==> src/rtl/wbs_pkg.sv <==
package wbs_pkg;
    typedef enum logic {
        ST_IDLE = 1'b0,
        ST_RESP = 1'b1
    } ack_state_e;
endpackage

==> src/rtl/wbs_ack_ctrl.sv <==
module wbs_ack_ctrl #(
    parameter bit REG_ACK = 1'b0
) (
    input  logic clk,
    input  logic rst,
    input  logic cyc,
    input  logic stb,
    output logic ack,
    output logic capture
);
    import wbs_pkg::*;

    logic req;
    assign req = cyc & stb;

    generate
        if (REG_ACK) begin : g_reg
            ack_state_e state_q, state_d;

            always_ff @(posedge clk) begin
                if (rst) state_q <= ST_IDLE;
                else     state_q <= state_d;
            end

            always_comb begin
                state_d = state_q;
                unique case (state_q)
                    ST_IDLE: state_d = req ? ST_RESP : ST_IDLE;
                    ST_RESP: state_d = ST_IDLE;
                    default: state_d = ST_IDLE;
                endcase
            end

            always_comb begin
                ack     = 1'b0;
                capture = 1'b0;
                unique case (state_q)
                    ST_IDLE: capture = req;
                    ST_RESP: ack     = req;
                    default: ;
                endcase
            end


            no_double_ack_chk: assert property (@(posedge clk) disable iff (rst)
                ack |=> !ack);

            one_cycle_resp_chk: assert property (@(posedge clk) disable iff (rst)
                (req && state_q == ST_IDLE) |=> (ack || !(cyc && stb)));
        end else begin : g_comb
            assign ack     = req & ~rst;
            assign capture = 1'b0;


            same_cycle_ack_chk: assert property (@(posedge clk) disable iff (rst)
                (cyc && stb) |-> ack);
        end
    endgenerate
endmodule

==> src/rtl/wbs_regmem.sv <==
module wbs_regmem #(
    parameter int DATA_W = 32,
    parameter int DEPTH  = 16,
    localparam int SEL_W = DATA_W / 8,
    localparam int IDX_W = $clog2(DEPTH)
) (
    input  logic              clk,
    input  logic              rst,
    input  logic              wr_en,
    input  logic [IDX_W-1:0]  wr_idx,
    input  logic [SEL_W-1:0]  wr_sel,
    input  logic [DATA_W-1:0] wr_data,
    input  logic [IDX_W-1:0]  rd_idx,
    output logic [DATA_W-1:0] rd_data
);
    logic [DATA_W-1:0] mem_q [DEPTH];

    always_ff @(posedge clk) begin
        if (rst) begin
            for (int w = 0; w < DEPTH; w++) mem_q[w] <= '0;
        end else if (wr_en) begin
            for (int b = 0; b < SEL_W; b++) begin
                if (wr_sel[b]) mem_q[wr_idx][b*8 +: 8] <= wr_data[b*8 +: 8];
            end
        end
    end

    assign rd_data = mem_q[rd_idx];

    generate
        for (genvar w = 0; w < DEPTH; w++) begin : g_word
            for (genvar b = 0; b < SEL_W; b++) begin : g_lane

                lane_hold_chk: assert property (@(posedge clk) disable iff (rst)
                    !(wr_en && wr_idx == IDX_W'(w) && wr_sel[b])
                    |=> $stable(mem_q[w][b*8 +: 8]));
            end
        end
    endgenerate
endmodule

==> src/rtl/wbs_regfile_slave.sv <==
module wbs_regfile_slave #(
    parameter int DATA_W  = 32,
    parameter int ADDR_W  = 8,
    parameter int DEPTH   = 16,
    parameter bit REG_ACK = 1'b0,
    localparam int SEL_W  = DATA_W / 8,
    localparam int OFF_W  = $clog2(SEL_W),
    localparam int IDX_W  = $clog2(DEPTH)
) (
    input  logic              clk,
    input  logic              rst,
    input  logic              cyc,
    input  logic              stb,
    input  logic              we,
    input  logic [ADDR_W-1:0] adr,
    input  logic [SEL_W-1:0]  sel,
    input  logic [DATA_W-1:0] dat_w,
    output logic [DATA_W-1:0] dat_r,
    output logic              ack
);
    logic [IDX_W-1:0]  idx;
    logic [DATA_W-1:0] mem_rd;
    logic              capture;
    logic              unused_adr;

    assign idx        = adr[OFF_W +: IDX_W];
    assign unused_adr = ^{adr[OFF_W-1:0], adr[ADDR_W-1:OFF_W+IDX_W]};

    wbs_ack_ctrl #(.REG_ACK(REG_ACK)) u_ctrl (
        .clk     (clk),
        .rst     (rst),
        .cyc     (cyc),
        .stb     (stb),
        .ack     (ack),
        .capture (capture)
    );

    wbs_regmem #(.DATA_W(DATA_W), .DEPTH(DEPTH)) u_mem (
        .clk     (clk),
        .rst     (rst),
        .wr_en   (ack & we),
        .wr_idx  (idx),
        .wr_sel  (sel),
        .wr_data (dat_w),
        .rd_idx  (idx),
        .rd_data (mem_rd)
    );

    generate
        if (REG_ACK) begin : g_rdreg
            logic [DATA_W-1:0] rdata_q;
            always_ff @(posedge clk) begin
                if (rst)          rdata_q <= '0;
                else if (capture) rdata_q <= mem_rd;
            end
            assign dat_r = rdata_q;
        end else begin : g_rdcomb
            logic unused_cap;
            assign unused_cap = capture;
            assign dat_r      = mem_rd;
        end
    endgenerate


    idle_no_ack_chk: assert property (@(posedge clk) disable iff (rst)
        !(cyc && stb) |-> !ack);

    reset_ack_low_chk: assert property (@(posedge clk)
        rst |=> !ack);
endmodule

==> config.mk <==
export PLATFORM = sky130hd
export DESIGN_NAME = wbs_regfile_slave
export DESIGN_NICKNAME = d
export VERILOG_FILES = /design/src/rtl/wbs_pkg.sv /design/src/rtl/wbs_ack_ctrl.sv /design/src/rtl/wbs_regmem.sv /design/src/rtl/wbs_regfile_slave.sv
export SDC_FILE = /design/constraint.sdc
export NUM_CORES = 1
export LEC_CHECK = 0
export BUFFER_PORTS_ARGS = -buffer_cell sky130_fd_sc_hd__buf_4
export CAP_MARGIN = 40
export CORE_MARGIN = 5
export CORE_UTILIZATION = 60
export CTS_CLUSTER_SIZE = 40
export DETAILED_ROUTE_END_ITERATION = 12
export PLACE_DENSITY = 0.87
export SLEW_MARGIN = 25
export SYNTH_ARGS = -nofsm -noshare
export SYNTH_HDL_FRONTEND = slang
export SYNTH_SLANG_ARGS = --single-unit
==> constraint.sdc <==
create_clock -name clk -period 2.6 [get_ports clk]
set_input_delay 0.26 -clock clk [delete_from_list [all_inputs] [get_ports clk]]
set_output_delay 0.26 -clock clk [all_outputs]
set_load 0.05 [all_outputs]
==> results.md, run 1 <==
- CTS tree: built
- RePlAce Congestion: 0.811
- Worst-path clk slew: ~0.06 ns
- DR WL/cell: 26.2 um
- Biggest regs: u_mem.mem_q: 512 flops
- Final ANT Viol Nets: 0
- Gr usage total: 0.272
- Peak supply drop: between 0.0004 and 0.0005 V
- Root Driver: clkbuf_16
- Worst Setup Start Kind: register
- Setup total negative slack: 0 ns
- PortBufs: 77
- CP Class: register to primary output
- Initial antenna violation count: 2
- Final nets: between 1.5k and 2k
- Starting Density: 0.610
- Largest net degree at the start of global routing: between 60 and 70
- Status: completed
- Mapped Area: 22,400 um2
- Deepest clock path buffer count: 3
- Sequential area share after synthesis: 0.685
- Worst-Margin Slew: 0.865 ns
- Flops & latches, synth: between 500 and 600
- WP data required: between 2 and 2.5 ns
- Drt initial violations: 1,766
- DP HPWL: 35.4 mm
- Area of the multi-input gates: approximately 6400 um2
- Min-delay src: dat_w[15]
- Period minus WS final: about 2.4 ns
- Final wirelength: between 50 and 60 mm
- Hold Crit Class: input port to register
- Crit path DAT: about 2.2 ns
- Final hold vios: 0
- Biggest register: u_mem.mem_q
- Syn-to-layout area delta: 13.4%
- Fin crit share: 0.936
- Die area: approximately 41,000 um2
- RSZ-0062 raised after global routing: no
- Vias per std cell: about 6.5
- Htree depth: 2
- Final setup vio count: 0
- Cells after Synth: approximately 1.5k
- DP Worst Slack: approximately 0.26 ns
- Setup ws final: roughly 0.17 ns
- Post-Syn Nets: about 1.6k
- Cell Pwr Density: between 600 and 700 nW/um2
- Row cnt: 70
- Post-route DRC: 0
- Final global-route overflow total: 0
- Post-CTS Setup Bufs: 0
- Cts bufs inserted: 49
- CTS sink cnt: just over 500
- I/O pin cnt: 82
- Final Max Slew Viols: 0
- Synth unique cells: 18
- Cells resized by post-CTS repair: 0
- Die W: just over 200 um
- Register area: ~15,000 um2
- Layout cells sized above 1: 0.261
- Global-route wire length before repair: between 80 and 90 mm
- Max FFs per register: slightly above 500
- Antenna cell count: 0
- DR pass1 iterations: 8
- Worst Path Max Fanout: 1
- YS warnings: 0
- Core Area: approximately 37,000 um2
- Fmax: 411 MHz
- Vias in the first global route: 14.6k
- P_leak: roughly 8.1 nW
- Synthesized area per cell: roughly 15 um2
- Max Cap Viol: 0
- Hold buffers post-CTS: 0
- Filler cell count in the final layout: 2,246
- Die H: between 200 and 250 um
- Hold Path Stages: 4
- Via count: ~14k
- Final Util: 0.692
- Crit. End Element: primary output
- Endpoint, Worst Hold: u_mem.mem_q[6][15]
- Slew headroom: 0.422
cell type report:
class | instances | area share
flip-flops and latches | 512 | 0.604
multi-input cells | 861 | 0.251
repair buffers | 216 | 0.0685
clock buffers | 70 | 0.0513
well taps | 468 | 0.0230
clock inverters | 16 | 0.00270
report_power, final:
part           switching [mW]  total, mW  leakage [nW]  internal, mW
clock network            2.89       6.35         0.662          3.47
logic                    1.03       1.71          2.60         0.677
registers               0.137       9.62          4.86          9.48
worst max-delay path, stage by stage, from the launching register on:
cell and delay (ns):
edfxtp_1 0.42, mux4_2 0.48, a22oi_1 0.32, nand2_1 0.17, buf_4 0.22
cells by family after synthesis:
group                  synth area share
muxes                             0.128
DFF                               0.685
AOI/OAI and AO/OA                0.0428
and+or+nand+nor                   0.112
buffers and inverters            0.0318
Yosys cell counts:
library cell | n | share of area
edfxtp_1 | 512 | 0.69
nand3_2 | 34 | 0.015
and2_1 | 1 | 0.00028
clkbuf_1 | 52 | 0.0087
nor2_1 | 513 | 0.086
buf_1 | 10 | 0.0017
buf_6 | 8 | 0.0040
a22oi_1 | 64 | 0.021
mux4_2 | 128 | 0.13
buf_4 | 4 | 0.0013
nand3_1 | 2 | 0.00045
nor2_2 | 1 | 0.00028
and4b_1 | 1 | 0.00045
and3b_1 | 1 | 0.00039
nand2_1 | 48 | 0.0080
buf_2 | 72 | 0.016
o21bai_1 | 64 | 0.021
nor2b_1 | 4 | 0.0011
metrics by stage:
stage / hold slack, ns / power [mW] / std cells / instance area [um2]
2_1_floorplan: 0.567 / 10.8 / 1519 / 22400
3_3_place_gp: 0.797 / 11.4 / 2057 / 24100
3_5_place_dp: 0.821 / 11.5 / 2057 / 24100
4_1_cts: 0.255 / 17.7 / 2143 / 25500
5_1_grt: 0.270 / 18.2 / 2143 / 25500
6_report: 0.269 / 17.7 / 2143 / 25500
layout by cell type, fill, tap and decap left out, drive strengths merged, types with 4 or more instances in the layout:
| cell type | count |
|---|---|
| a22oi | 64 |
| nor2 | 514 |
| clkinv | 15 |
| o21bai | 64 |
| nand2 | 48 |
| clkbuf | 71 |
| mux4 | 128 |
| buf | 215 |
| edfxtp | 512 |
| nand3 | 36 |
| nor2b | 4 |
metal layers:
metal | wire [um] | share of wire | track usage
met5 | 14 | 0.00025 | 0
met4 | 2080 | 0.037 | 0.0961
met3 | 6320 | 0.11 | 0.0693
met2 | 28900 | 0.52 | 0.461
met1 | 18700 | 0.33 | 0.345
worst max-delay path by stage:
| stage | startpoint | end | slack [ns] | depth (start not counted) |
|---|---|---|---|---|
| after global placement | adr[2] | dat_r[23] | 0.30 | 6 |
| after global routing | adr[2] | dat_r[31] | 0.14 | 7 |
| final | u_mem.mem_q[0][26] | dat_r[26] | 0.17 | 4 |
| after CTS | u_mem.mem_q[0][26] | dat_r[26] | 0.18 | 4 |
| after floorplan | adr[2] | dat_r[10] | 0.68 | 5 |
| after detailed placement | adr[2] | dat_r[9] | 0.26 | 7 |
No activity file was read; power rests on OpenSTA's default activity.
==> run 2: changes to the inputs <==
CELL_PAD_IN_SITES_DETAIL_PLACEMENT = 1   (was default)
CELL_PAD_IN_SITES_GLOBAL_PLACEMENT = 2   (was default)
CORE_UTILIZATION = 46   (was 60)
PLACE_DENSITY = 0.91   (was 0.87)
==> run 2 against run 1 <==
Net effect: global-route usage decreased by 2.9 points; routed wire length increased by 15%; critical path type unchanged; largest cell class unchanged; setup slack got worse by 0.034 ns; largest power group unchanged.
==> results.md, run 2 (same netlist as run 1, synthesis figures left out) <==
- Global-route wire length before repair: about 97 mm
- Final global-route overflow total: 0
- Cell Pwr Density: roughly 730 nW/um2
- DR pass1 iterations: 5
- Fmax: roughly 400 MHz
- P_leak: approximately 8.3 nW
- Setup ws final: 0.133 ns
- WP data required: around 2.3 ns
- Setup total negative slack: 0 ns
- Most frequent cells in the layout: nor2_1, edfxtp_1, buf_4
- Final setup vio count: 0
- Final hold vios: 0
- Deepest clock path buffer count: 3
- Max FFs per register: between 500 and 600
- Grt met1 use: 0.307
- Row cnt: 81
- Syn-to-layout area delta: 16.2%
- Min Hold Slack: between 0.2 and 0.3 ns
- Fin cells: roughly 2.3k
- Final Util: 0.536
- Biggest regs: u_mem.mem_q: 512 flops
- Cells resized by post-CTS repair: 0
- Crit path DAT: approximately 2.2 ns
- Period minus WS final: between 2 and 2.5 ns
- Layout cells sized above 1: 0.275
- Final ANT Viol Nets: 0
- Tot Pwr: ~19 mW
- Final nets: ~1.7k
- Htree depth: 2
- Post-CTS Setup Bufs: 0
- Root Driver: clkbuf_16
- DP Worst Slack: 0.198 ns
- Fin crit share: 0.949
- Worst Setup Start Kind: register
- Die H: about 230 um
- RSZ-0062 raised after global routing: no
- DP Cell Count: between 2k and 2.5k
- Worst-path clk slew: about 0.060 ns
- I/O pin cnt: 82
- Largest net degree at the start of global routing: 66
- Max Cap Viol: 0
- Antenna cell count: 0
- Hold buffers post-CTS: 0
- Initial antenna violation count: 0
- Status: completed
- Cell area after layout: between 20,000 and 30,000 um2
- Die area: ~53,000 um2
- Filler cell count in the final layout: approximately 4.6k
- Gr busiest metal: met2
- DP HPWL: around 42 mm
- Vias in the first global route: about 15k
- PortBufs: between 70 and 80
- CP Class: register to primary output
- GR Util met3: 0.0339
- Placed inst area: 24,400 um2
- Vias per std cell: ~6
- Via count: 13.8k
- Starting Density: 0.461
- Slew headroom: 0.446
- Final wirelength: 64.5 mm
- Met2 usage: 0.435
- RePlAce Congestion: roughly 0.80
- Core Area: 48,600 um2
- Post-route DRC: 0
- Crit. End Element: primary output
- DR WL/cell: 27.9 um
- Cts bufs inserted: 52
- Drt initial violations: roughly 1.7k
- Biggest register: u_mem.mem_q
- Die W: around 230 um
- Worst Path Max Fanout: 1
- Hold Crit Class: input port to register
- Peak supply drop: 0.000434 V
- Gr usage total: 0.243
- Worst-Margin Slew: 0.828 ns
- Final Max Slew Viols: 0
- CTS sink cnt: roughly 510
- CTS tree: built
-- run 2: where the power goes --
part,switching (mW),internal [mW]
sequential,0.142,9.48
clock,3.11,4.51
combinational,1.08,0.687
total,4.34,14.7
-- run 2: final timing paths --
kind | start | endpoint | slack [ns] | depth (start not counted)
worst max-delay path | u_mem.mem_q[7][7] | dat_r[7] | 0.13 | 4
worst min-delay path | dat_w[21] | u_mem.mem_q[2][21] | 0.30 | 3
-- run 2: metal layers --
| metal | share of wire | wire [um] |
|---|---|---|
| met5 | 0 | 0 |
| met4 | 0.031 | 1980 |
| met3 | 0.063 | 4040 |
| met2 | 0.53 | 34200 |
| met1 | 0.38 | 24300 |
-- run 2: area by class of cell --
| class | count | area [um2] | share of cell area |
|---|---|---|---|
| Clock buffer | 64 | 1370 | 0.0525 |
| Tap cell | 622 | 778 | 0.0299 |
| Sequential cell | 512 | 15400 | 0.590 |
| Timing Repair Buffer | 226 | 1830 | 0.0703 |
| Clock inverter | 30 | 338 | 0.0130 |
| Multi-Input combinational cell | 861 | 6380 | 0.245 |
-- run 2: worst max-delay path, cell delays in order, from the launching register on --
cell and delay [ns]:
edfxtp_1 0.43, mux4_2 0.54, a22oi_1 0.35, nand2_1 0.10, buf_4 0.20
==> run 3: changes to the inputs <==
CORE_UTILIZATION = 45   (was 46)
PLACE_DENSITY = 0.9   (was 0.91)
SYNTH_HIERARCHICAL = 1   (was default)
==> run 3 against run 2 <==
Net effect: highest routed layer unchanged; cell count up 2.6%; core utilization down 0.34 points; power down 2.6%; clock-buffer cell count down 4; setup slack better by 0.018 ns.
==> results.md, run 3 <==
- Switching power: about 4.4 mW
- Most frequent cells in the layout: edfxtp_1, nor2_1, buf_4
- Final Max Slew Viols: 0
- P_leak: ~8.4 nW
- Cts bufs inserted: 51
- Via count: roughly 14k
- Top delay family on crit path: buffers and inverters
- Final hold vios: 0
- Syn-to-layout area delta: 16.8%
- Cell Pwr Density: slightly above 700 nW/um2
- Die H: 233 um
- Max stage delay on crit path: around 0.50 ns
- Final ANT Viol Nets: 0
- Vias per std cell: slightly below 6
- CP Class: input port to primary output
- Gr usage total: 0.236
- RePlAce Congestion: slightly below 0.8
- YS warnings: 6
- Final wirelength: 64.0 mm
- RSZ-0062 raised after global routing: no
- Row cnt: a little over 80
- Layout cells sized above 1: 0.248
- Worst-path clk slew: roughly 0.060 ns
- Crit path buffers/inverters: 4
- Root Driver: clkbuf_16
- Max Cap Viol: 0
- Cells after Synth: 1,528
- CTS tree: built
- Worst-Margin Slew: approximately 0.76 ns
- Post-Syn Nets: between 1.5k and 2k
- Core Area: about 50,000 um2
- Peak supply drop: between 0.0004 and 0.0005 V
- I/O pin cnt: between 80 and 90
- Status: completed
- WP data required: between 2 and 2.5 ns
- Vias in the first global route: approximately 15k
- Sw Share: 0.235
- Mapped Area: between 20,000 and 25,000 um2
- Comb power frac: 0.093
- Post-route DRC: 0
- Cells resized by post-CTS repair: 0
- Initial antenna violation count: 0
- Starting Density: 0.456
- Drt initial violations: 1,384
- DR pass1 iterations: 5
- Synthesized area per cell: between 10 and 15 um2
- DP HPWL: approximately 41 mm
- Crit path DAT: between 2 and 2.5 ns
- Period minus WS final: about 2.4 ns
- Final global-route overflow total: 0
- Setup total negative slack: 0 ns
- Pint: 14.2 mW
- Hold Crit Class: input port to register
- Largest net degree at the start of global routing: just under 60
- Flop pwr share: 0.519
- Global-route wire length before repair: around 95 mm
- DP Worst Slack: 0.149 ns
- CTS sink cnt: between 500 and 600
- Final setup vio count: 0
- Worst Setup Start Kind: input port
- Slew headroom: 0.493
- Fmax: 408 MHz
- Max FFs per register: 512
- Htree depth: 2
- Crit-path cells: clkbuf_8, buf_12, buf_4, mux4_2, a22oi_1, nand2_1, buf_4
- Die W: ~230 um
- Die area: 54,100 um2
- Biggest regs: u_mem/mem_q: 512 flops
- Deepest clock path buffer count: 3
- PortBufs: between 70 and 80
- Part of the power in the clock network: 0.388
- Final nets: around 1.7k
- Crit. End Element: primary output
- DR WL/cell: between 20 and 30 um
- Biggest register: u_mem/mem_q
- Slowest CP cell: mux4_2
- Crit-path most repeated cell: buf_4
- Setup ws final: around 0.15 ns
- Fin crit share: 0.942
- Most common cell after layout, fill and taps aside: edfxtp_1
- Worst Path Max Fanout: 23
[run 3: final cells by class]
cell class	count	area (um2)
Fill cell	4645	22900
Sequential cell	512	15400
Clock buffer	60	1350
Multi-Input combinational cell	872	6350
Timing Repair Buffer	233	1920
Clock inverter	34	243
Antenna cell	1	2.50
Tap cell	664	831
[run 3: path summary, 6_finish.rpt]
check                 slack [ns]  depth (start not counted)                   to  startpoint
worst max-delay path        0.15                          7            dat_r[15]      adr[2]
worst min-delay path        0.35                          4  u_mem/mem_q[14][27]      adr[5]
[run 3: metrics by stage]
stage	hold slack (ns)	util	std cells	total power, mW	instance area (um2)
after floorplan	0.458	-	1528	10.8	22300
after global placement	0.550	0.495	2257	11.4	24200
after detailed placement	0.555	0.495	2257	11.5	24200
after CTS	0.316	0.533	2375	18.6	26100
after global routing	0.339	0.533	2375	19.1	26100
final	0.346	0.533	2376	18.5	26100
[run 3: routing by layer]
metal  routed length, um  track usage  part of all wire  up-vias
met3                4430       0.0425             0.069      118
met2               33200        0.410              0.52      600
met1               24300        0.305              0.38     7296
li1                    -            -                 -     5905
met5                   0            0                 0        -
met4                2090       0.0748             0.033        0
[run 3: repair_timing]
item,CTS,global route
endpoints found under the hold margin,30,0
buffers inserted,0,0
hold buffers,24,0
[run 3: power by group through the flow]
| stage | Sequential [mW] | Combinational, mW | Clock, mW |
|---|---|---|---|
| 2_1_floorplan | 9.70 | 1.05 | 0 |
| 3_3_place_gp | 9.72 | 1.65 | 0 |
| 3_5_place_dp | 9.78 | 1.68 | 0 |
| 4_1_cts | 9.61 | 1.72 | 7.24 |
| 5_1_grt | 9.63 | 1.80 | 7.65 |
| 6_report | 9.61 | 1.72 | 7.18 |
